`src/rtl/tpm_flow_pkg.sv`:
```
package tpm_flow_pkg;

  typedef enum logic [2:0] {
    S_IDLE = 3'd0,
    S_ADDR = 3'd1,
    S_WAIT = 3'd2,
    S_DATA = 3'd3,
    S_DONE = 3'd4
  } tpm_state_e;

  localparam logic [7:0] BYTE_WAIT  = 8'h00;
  localparam logic [7:0] BYTE_START = 8'h01;
  localparam logic [7:0] BYTE_IDLE  = 8'hFF;

  // word indexes (offset[11:2]) of the hardware-returned registers
  localparam logic [9:0] W_ACCESS = 10'h000;
  localparam logic [9:0] W_STATUS = 10'h006;
  localparam logic [9:0] W_IDENT  = 10'h3C0;

  localparam int unsigned ACTIVE_BIT = 5;

endpackage

```
`src/rtl/tpm_fifo.sv`:
```
module tpm_fifo #(
  parameter int unsigned W     = 8,
  parameter int unsigned DEPTH = 4
) (
  input  logic                       clk,
  input  logic                       rst_n,
  input  logic                       push,
  input  logic [W-1:0]               wdata,
  input  logic                       pop,
  output logic [W-1:0]               rdata,
  output logic [$clog2(DEPTH+1)-1:0] count,
  output logic                       empty,
  output logic                       full
);
  localparam int unsigned AW = (DEPTH > 1) ? $clog2(DEPTH) : 1;
  localparam int unsigned CW = $clog2(DEPTH+1);

  logic [W-1:0]  mem [DEPTH];
  logic [AW-1:0] wr_q, wr_d, rd_q, rd_d;
  logic [CW-1:0] cnt_q, cnt_d;
  logic          push_ok, pop_ok;

  assign empty   = (cnt_q == '0);
  assign full    = (cnt_q == CW'(DEPTH));
  assign push_ok = push && !full;
  assign pop_ok  = pop && !empty;
  assign rdata   = mem[rd_q];
  assign count   = cnt_q;

  always_comb begin
    wr_d  = wr_q;
    rd_d  = rd_q;
    cnt_d = cnt_q;
    if (push_ok) wr_d = (wr_q == AW'(DEPTH-1)) ? '0 : wr_q + AW'(1);
    if (pop_ok)  rd_d = (rd_q == AW'(DEPTH-1)) ? '0 : rd_q + AW'(1);
    if (push_ok && !pop_ok)      cnt_d = cnt_q + CW'(1);
    else if (pop_ok && !push_ok) cnt_d = cnt_q - CW'(1);
  end

  always_ff @(posedge clk or negedge rst_n) begin
    if (!rst_n) begin
      wr_q  <= '0;
      rd_q  <= '0;
      cnt_q <= '0;
    end else begin
      wr_q  <= wr_d;
      rd_q  <= rd_d;
      cnt_q <= cnt_d;
    end
  end

  always_ff @(posedge clk) begin
    if (push_ok) mem[wr_q] <= wdata;
  end

endmodule

```
`src/rtl/tpm_hw_regs.sv`:
```
module tpm_hw_regs
  import tpm_flow_pkg::*;
#(
  parameter int unsigned NUM_LOC = 5
) (
  input  logic [8*NUM_LOC-1:0] access_regs,
  input  logic [31:0]          sts_reg,
  input  logic [31:0]          id_reg,
  input  logic                 inv_loc_en,
  input  logic [15:0]          addr,
  input  logic [1:0]           idx,
  output logic                 hw_ok,
  output logic [7:0]           hw_byte
);
  logic [3:0] loc;
  logic [9:0] word;
  logic [1:0] lane;
  logic [7:0] acc_sel;
  logic       loc_valid, loc_active;

  assign loc        = addr[15:12];
  assign word       = addr[11:2];
  assign lane       = addr[1:0] + idx;
  assign loc_valid  = (32'(loc) < NUM_LOC);
  assign loc_active = loc_valid && acc_sel[ACTIVE_BIT];

  always_comb begin
    acc_sel = '0;
    for (int i = 0; i < NUM_LOC; i++) begin
      if (32'(loc) == i) acc_sel = access_regs[8*i +: 8];
    end
  end

  always_comb begin
    hw_ok   = 1'b0;
    hw_byte = BYTE_IDLE;
    if (word == W_ACCESS) begin
      if (loc_valid) begin
        hw_ok   = 1'b1;
        hw_byte = (lane == 2'd0) ? acc_sel : 8'h00;
      end else if (inv_loc_en) begin
        hw_ok = 1'b1;
      end
    end else if (word == W_STATUS) begin
      if (loc_active) begin
        hw_ok   = 1'b1;
        hw_byte = sts_reg[{lane, 3'b000} +: 8];
      end else if (inv_loc_en) begin
        hw_ok = 1'b1;
      end
    end else if (word == W_IDENT) begin
      if (loc_valid) begin
        hw_ok   = 1'b1;
        hw_byte = id_reg[{lane, 3'b000} +: 8];
      end else if (inv_loc_en) begin
        hw_ok = 1'b1;
      end
    end
  end

endmodule

```
`src/rtl/tpm_spi_flow.sv`:
```
module tpm_spi_flow
  import tpm_flow_pkg::*;
#(
  parameter int unsigned NUM_LOC   = 5,
  parameter int unsigned CMD_DEPTH = 4,
  parameter int unsigned RD_DEPTH  = 64,
  parameter int unsigned WR_DEPTH  = 64
) (
  input  logic                 clk,
  input  logic                 rst_n,
  input  logic                 en,
  input  logic                 crb_mode,
  input  logic                 hw_reg_dis,
  input  logic                 inv_loc_en,
  input  logic [8*NUM_LOC-1:0] access_regs,
  input  logic [31:0]          sts_reg,
  input  logic [31:0]          id_reg,
  input  logic                 cs_n,
  input  logic                 byte_stb,
  input  logic [7:0]           rx_byte,
  output logic [7:0]           tx_byte,
  input  logic                 cmd_pop,
  output logic [31:0]          cmd_data,
  output logic                 cmd_not_empty,
  input  logic                 rdf_push,
  input  logic [7:0]           rdf_data,
  output logic                 rdf_full,
  input  logic                 wrf_pop,
  output logic [7:0]           wrf_data,
  output logic                 wrf_empty
);
  localparam int unsigned CMD_CW = $clog2(CMD_DEPTH+1);
  localparam int unsigned RD_CW  = $clog2(RD_DEPTH+1);
  localparam int unsigned WR_CW  = $clog2(WR_DEPTH+1);

  // reset: asserted asynchronously, released on the clock
  logic [1:0] rsync_q;
  logic       rst_ns;
  always_ff @(posedge clk or negedge rst_n) begin
    if (!rst_n) rsync_q <= 2'b00;
    else        rsync_q <= {rsync_q[0], 1'b1};
  end
  assign rst_ns = rsync_q[1];

  tpm_state_e  state_q, state_d;
  logic [7:0]  hdr_q, hdr_d;
  logic [23:0] addr_q, addr_d;
  logic [1:0]  acnt_q, acnt_d;
  logic [6:0]  scnt_q, scnt_d;
  logic        hw_q, hw_d;
  logic [7:0]  tx_q, tx_d;

  logic        cmd_push, cmd_full, cmd_empty;
  logic [31:0] cmd_wdata;
  logic [CMD_CW-1:0] cmd_count;
  logic        rdf_pop, rdf_empty;
  logic [7:0]  rdf_rdata;
  logic [RD_CW-1:0] rdf_count;
  logic        wrf_push, wrf_full;
  logic [WR_CW-1:0] wrf_count;

  logic [15:0] dec_addr;
  logic [6:0]  size, scnt_inc;
  logic [1:0]  dec_idx;
  logic        hw_ok, sw_ready, is_rd;
  logic [7:0]  hw_byte;

  assign is_rd    = hdr_q[7];
  assign size     = {1'b0, hdr_q[5:0]} + 7'd1;
  assign scnt_inc = scnt_q + 7'd1;
  assign dec_addr = (state_q == S_ADDR) ? {addr_q[7:0], rx_byte} : addr_q[15:0];
  assign dec_idx  = (state_q == S_DATA) ? scnt_inc[1:0] : 2'd0;
  assign sw_ready = is_rd ? (32'(rdf_count) >= 32'(size)) : wrf_empty;

  tpm_hw_regs #(.NUM_LOC(NUM_LOC)) u_hw_regs (
    .access_regs (access_regs),
    .sts_reg     (sts_reg),
    .id_reg      (id_reg),
    .inv_loc_en  (inv_loc_en),
    .addr        (dec_addr),
    .idx         (dec_idx),
    .hw_ok       (hw_ok),
    .hw_byte     (hw_byte)
  );

  always_comb begin
    state_d   = state_q;
    hdr_d     = hdr_q;
    addr_d    = addr_q;
    acnt_d    = acnt_q;
    scnt_d    = scnt_q;
    hw_d      = hw_q;
    tx_d      = tx_q;
    cmd_push  = 1'b0;
    cmd_wdata = {hdr_q, addr_q[15:0], rx_byte};
    rdf_pop   = 1'b0;
    wrf_push  = 1'b0;
    if (!en || cs_n) begin
      state_d = S_IDLE;
      tx_d    = BYTE_IDLE;
    end else if (byte_stb) begin
      unique case (state_q)
        S_IDLE: begin
          hdr_d   = rx_byte;
          acnt_d  = 2'd0;
          state_d = S_ADDR;
          tx_d    = BYTE_WAIT;
        end
        S_ADDR: begin
          addr_d = {addr_q[15:0], rx_byte};
          acnt_d = acnt_q + 2'd1;
          if (acnt_q == 2'd2) begin
            hw_d     = is_rd && !crb_mode && !hw_reg_dis && hw_ok;
            cmd_push = !hw_d;
            state_d  = S_WAIT;
            tx_d     = (hw_d || sw_ready) ? BYTE_START : BYTE_WAIT;
          end else begin
            tx_d = BYTE_WAIT;
          end
        end
        S_WAIT: begin
          if (tx_q == BYTE_START) begin
            state_d = S_DATA;
            scnt_d  = 7'd0;
            if (is_rd) begin
              tx_d    = hw_q ? hw_byte : rdf_rdata;
              rdf_pop = !hw_q;
            end else begin
              tx_d = BYTE_WAIT;
            end
          end else begin
            tx_d = (hw_q || sw_ready) ? BYTE_START : BYTE_WAIT;
          end
        end
        S_DATA: begin
          scnt_d   = scnt_inc;
          wrf_push = !is_rd;
          if (scnt_inc == size) begin
            state_d = S_DONE;
            tx_d    = BYTE_IDLE;
          end else if (is_rd) begin
            tx_d    = hw_q ? hw_byte : rdf_rdata;
            rdf_pop = !hw_q;
          end
        end
        default: tx_d = BYTE_IDLE;
      endcase
    end
  end

  always_ff @(posedge clk or negedge rst_ns) begin
    if (!rst_ns) begin
      state_q <= S_IDLE;
      hdr_q   <= '0;
      addr_q  <= '0;
      acnt_q  <= '0;
      scnt_q  <= '0;
      hw_q    <= 1'b0;
      tx_q    <= BYTE_IDLE;
    end else begin
      state_q <= state_d;
      hdr_q   <= hdr_d;
      addr_q  <= addr_d;
      acnt_q  <= acnt_d;
      scnt_q  <= scnt_d;
      hw_q    <= hw_d;
      tx_q    <= tx_d;
    end
  end

  assign tx_byte = tx_q;

  tpm_fifo #(.W(32), .DEPTH(CMD_DEPTH)) u_cmd_fifo (
    .clk (clk), .rst_n (rst_ns),
    .push (cmd_push), .wdata (cmd_wdata),
    .pop (cmd_pop), .rdata (cmd_data),
    .count (cmd_count), .empty (cmd_empty), .full (cmd_full)
  );
  assign cmd_not_empty = !cmd_empty;

  tpm_fifo #(.W(8), .DEPTH(RD_DEPTH)) u_rd_fifo (
    .clk (clk), .rst_n (rst_ns),
    .push (rdf_push), .wdata (rdf_data),
    .pop (rdf_pop), .rdata (rdf_rdata),
    .count (rdf_count), .empty (rdf_empty), .full (rdf_full)
  );

  tpm_fifo #(.W(8), .DEPTH(WR_DEPTH)) u_wr_fifo (
    .clk (clk), .rst_n (rst_ns),
    .push (wrf_push), .wdata (rx_byte),
    .pop (wrf_pop), .rdata (wrf_data),
    .count (wrf_count), .empty (wrf_empty), .full (wrf_full)
  );

endmodule

```
`config.mk`:
```
export PLATFORM = sky130hd
export DESIGN_NAME = tpm_spi_flow
export DESIGN_NICKNAME = d
export VERILOG_FILES = /design/src/rtl/tpm_flow_pkg.sv /design/src/rtl/tpm_fifo.sv /design/src/rtl/tpm_hw_regs.sv /design/src/rtl/tpm_spi_flow.sv
export SDC_FILE = /design/constraint.sdc
export NUM_CORES = 2
export LEC_CHECK = 0
export BUFFER_PORTS_ARGS = -buffer_cell sky130_fd_sc_hd__buf_4
export CAP_MARGIN = 40
export CORE_ASPECT_RATIO = 1.4
export CORE_MARGIN = 10
export CORE_UTILIZATION = 60
export DETAILED_ROUTE_END_ITERATION = 8
export HOLD_SLACK_MARGIN = 0.15
export PLACE_DENSITY = 0.81
export REMOVE_ABC_BUFFERS = 1
export SYNTH_ARGS = -nofsm -noshare
export SYNTH_HDL_FRONTEND = slang
export SYNTH_SLANG_ARGS = --single-unit
```
`constraint.sdc`:
```
create_clock -name clk -period 6.54 [get_ports clk]
set_input_delay 0.327 -clock clk [delete_from_list [all_inputs] [get_ports clk]]
set_output_delay 0.327 -clock clk [all_outputs]
set_load 0.005 [all_outputs]
```
==> flow_summary_export.csv <==
group,metric,value,unit
layout,syn2layout_area_growth,12.15,%
detailed_routing,drt-total-wl,116.4,mm
global_route,grt_start_max_net_pins,73,
min_path,hold_path_class,"in2reg",
sta,setup_repair_after_global_routing_missed_its_margin,"no",
synthesis,postSynth.topFlopCell,"sky130_fd_sc_hd__edfxtp_1",
worst_setup_path,worst_ep_required_time,7110,ps
synthesis,synth_enable_flop_cells,1152,
sta,fmaxAchievable,0.2188,GHz
sta,setup_total_negative_slack,0,ps
sta,timing.max_slew.rel_slack,35.00,%
clock_tree,clock_pin_transition_on_the_worst_setup_and_hold_timing_paths,70,ps
synthesis,synthDominantAreaCellType,"sky130_fd_sc_hd__edfxtp_1",
layout,num-fill-cells,4869,
worst_setup_path,timing.critical_path.to,"u_rd_fifo.count[6]",
synthesis,synth.yosys.warnings,0,
layout,num-nets-final,2828,
detailed_routing,detailedRoute.firstPassIterationCount,9,
placement,buffer_ports.inserted,181,
synthesis,synth_most_common_cell,"sky130_fd_sc_hd__edfxtp_1",
synthesis,post_synth_inst_count,2450,
sta,final_max_slew_viol_count,0,
worst_setup_path,cp-end-kind,"register",
clock_tree,cts-htree-levels,3,
detailed_routing,drt_iter0_drc,3015,
detailed_routing,post-route-drc-count,0,
synthesis,post_synth_most_frequent_cells,"sky130_fd_sc_hd__edfxtp_1, sky130_fd_sc_hd__mux4_2, sky130_fd_sc_hd__nor2_1",
global_route,grtUsageTotal,24.32,%
floorplan,die_y,362.6,µm
synthesis,syn_area_per_cell,20.53,µm²
clock_tree,clock-sinks,1244,
detailed_routing,vias,25410,
flow_run,drv_cap,0,
sta,setup_viol,0,
worst_setup_path,crit_start,"hdr_q[0]",
floorplan,core-area,83050,µm²
floorplan,io_pins,182,
global_route,grt_antenna_before_repair,1,
clock_tree,cts.repair_timing.setup_buffer_count,0,
floorplan,fp.dieArea,95990,µm²
synthesis,synthesis.area,50310,µm²
clock_tree,largest_buffer_count_on_any_clock_path,3,
detailed_routing,number_of_vias_per_cell_after_detailed_routing,6.629,
layout,post_route_cells_drive_above_1_share,29.71,%
synthesis,synth_async_sr_flop_share,7.395,%
global_route,grt_first_pass_wirelength,174.3,mm
sta,hold_viol,0,
floorplan,die_x,264.7,µm
clock_tree,cts-buffers-inserted,108,
placement,dpl.cell_count,3617,
pwr,p_per_area,348.5,nW/µm²
floorplan,initial_utilization,60.58,%
detailed_routing,avgRoutedWirePerCell,30.36,µm
clock_tree,cts_root_buf,"sky130_fd_sc_hd__clkbuf_16",
pwr,ir_drop,0.2737,mV
worst_setup_path,reg2reg_depth,17,
global_route,first_global_vias,26670,
clock_tree,cts_tree,"done",
worst_setup_path,timing_worst_setup_path_type,"reg2reg",
worst_setup_path,crit_arrival,5140,ps
worst_setup_path,r2r_slack,1970,ps
synthesis,synth_top_cells_by_area,"sky130_fd_sc_hd__edfxtp_1, sky130_fd_sc_hd__mux4_2, sky130_fd_sc_hd__dfrtp_1",
min_path,timing.hold.worst_path_depth,1,
clock_tree,insertion_delay,690,ps
worst_setup_path,worst_r2r_endpoint,"u_rd_fifo.count[6]",
sta,period_share,69.89,%
layout,finish.cell_count_without_fillers,3833,
detailed_routing,drtAntennaViolNets,0,
sta,period_needed,4571,ps
worst_setup_path,launch_point_of_the_worst_reg_to_reg_path,"hdr_q[0]",
synthesis,ys_ff_latch,1244,
placement,routability_congestion_estimate_from_global_placement,0.9214,
sta,clock_skew,32.38,ps
global_route,overflow_after_grt,0,
synthesis,synth_top_area_share,68.76,%
status,outcome,"complete, no violations",
floorplan,rows,125,
layout,stdcell_area,56420,µm²
synthesis,ys_types,68,
sta,slew_of_the_pin_with_the_lowest_slew_margin,972.1,ps
pwr,total_leakage_power,18.12,nW
worst_setup_path,crit_path_max_fanout,9,
placement,dp.final_hpwl,71.92,mm
synthesis,synth_seq_area_share,73.36,%
placement,dpl_cell_area,52890,µm²
worst_setup_path,setup.worst_path.start_class,"register",
-- placed cells by master, fill, tap and decap left out, types with 21 or more instances in the layout --
| cell | instances |
|---|---|
| sky130_fd_sc_hd__nand3_1 | 27 |
| sky130_fd_sc_hd__buf_4 | 210 |
| sky130_fd_sc_hd__mux2_2 | 41 |
| sky130_fd_sc_hd__mux2i_1 | 30 |
| sky130_fd_sc_hd__nand2_1 | 61 |
| sky130_fd_sc_hd__dfrtp_1 | 75 |
| sky130_fd_sc_hd__clkinv_2 | 26 |
| sky130_fd_sc_hd__o21ai_0 | 44 |
| sky130_fd_sc_hd__inv_1 | 22 |
| sky130_fd_sc_hd__xnor2_1 | 26 |
| sky130_fd_sc_hd__nor2_1 | 183 |
| sky130_fd_sc_hd__clkbuf_16 | 110 |
| sky130_fd_sc_hd__clkbuf_1 | 23 |
| sky130_fd_sc_hd__ha_1 | 33 |
| sky130_fd_sc_hd__a21oi_1 | 21 |
| sky130_fd_sc_hd__edfxtp_1 | 1152 |
| sky130_fd_sc_hd__mux4_2 | 370 |
-- metrics by stage --
stage,power (mW),worst slack [ps],hold slack [ps],utilization (%)
floorplan,12.30,-780.2,31.41,-
global placement,13.42,2189,110.0,63.50
detailed placement,13.60,1992,113.2,63.69
CTS,19.75,1984,175.4,67.91
global route,20.29,1632,205.0,67.93
finish,19.66,1969,182.1,67.94
-- critical path: stages, from the launching register on --
cell,delay (ps)
sky130_fd_sc_hd__dfrtp_1,490
sky130_fd_sc_hd__ha_1,260
sky130_fd_sc_hd__nand3_1,110
sky130_fd_sc_hd__xor2_1,250
sky130_fd_sc_hd__xnor2_1,150
sky130_fd_sc_hd__nand2_1,70
sky130_fd_sc_hd__nor4_1,800
sky130_fd_sc_hd__a211o_1,420
sky130_fd_sc_hd__ha_1,240
sky130_fd_sc_hd__inv_1,130
sky130_fd_sc_hd__fa_1,440
sky130_fd_sc_hd__a21o_1,180
sky130_fd_sc_hd__a21oi_1,280
sky130_fd_sc_hd__o21bai_1,120
sky130_fd_sc_hd__a21oi_1,180
sky130_fd_sc_hd__xnor2_1,140
sky130_fd_sc_hd__nor2_1,60
sky130_fd_sc_hd__xor2_1,150
-- cell type report --
class	instances	area [µm²]	share of cell area, %
Sequential cell	1244	36930	65.45
Antenna cell	1	2.502	0.004435
Clock inverter	67	529.3	0.9381
Inverter	22	82.58	0.1464
Timing Repair Buffer	230	1864	3.304
Tap cell	1079	1350	2.393
Clock buffer	135	2867	5.081
Multi-Input combinational cell	1055	12800	22.68
-- timing repair --
| action | in CTS | in global routing |
|---|---|---|
| gates resized for setup | 0 | 0 |
| hold endpoints to repair | 71 | 0 |
| hold buffers | 11 | 0 |
-- cells by family after synthesis --
kind of cell | Yosys count | share of synthesized area, %
other | 1 | 0.007454
buffers and inverters | 151 | 1.219
AO/OA/AOI/OAI | 153 | 2.052
flip-flops | 1244 | 73.36
multiplexers | 442 | 18.12
AND/OR/NAND/NOR | 379 | 3.532
adder cells (fa/ha/maj) | 36 | 0.9401
XOR/XNOR | 44 | 0.7660
-- per-layer routing --
metal  track usage (%)  wire length (µm)  up-vias
li1                  -                 -    10540
met5                 0                 0        -
met1             29.02             39860    13330
met2             43.77             63960     1287
met4             10.42              5051        0
met3             3.400              7498      254
-- state kept, by name (all words and copies together) (netlist names), 6 cells and up --
register and count:
tx_byte 8, scnt_q 7, u_rd_fifo.count 7, u_rd_fifo.mem 512, addr_q 16, u_wr_fifo.count 7, u_wr_fifo.mem 512, u_wr_fifo.rd_q 6
u_rd_fifo.wr_q 6, u_cmd_fifo.mem 128, hdr_q 8, u_rd_fifo.rd_q 6, u_wr_fifo.wr_q 6
-- worst min-delay path by stage --
stage | end | from
2_1_floorplan | rsync_q[0] | rst_n
3_3_place_gp | rsync_q[0] | rst_n
3_5_place_dp | rsync_q[0] | rst_n
4_1_cts | u_rd_fifo.mem[57][0] | rdf_data[0]
5_1_grt | u_rd_fifo.mem[20][0] | rdf_data[0]
6_report | u_rd_fifo.mem[20][0] | rdf_data[0]
-- report_power, final --
part           internal, mW  switching [mW]
clock network          3.36            2.82
logic                  2.08            1.97
registers              8.97           0.468
(Power assumes the default switching activity.)
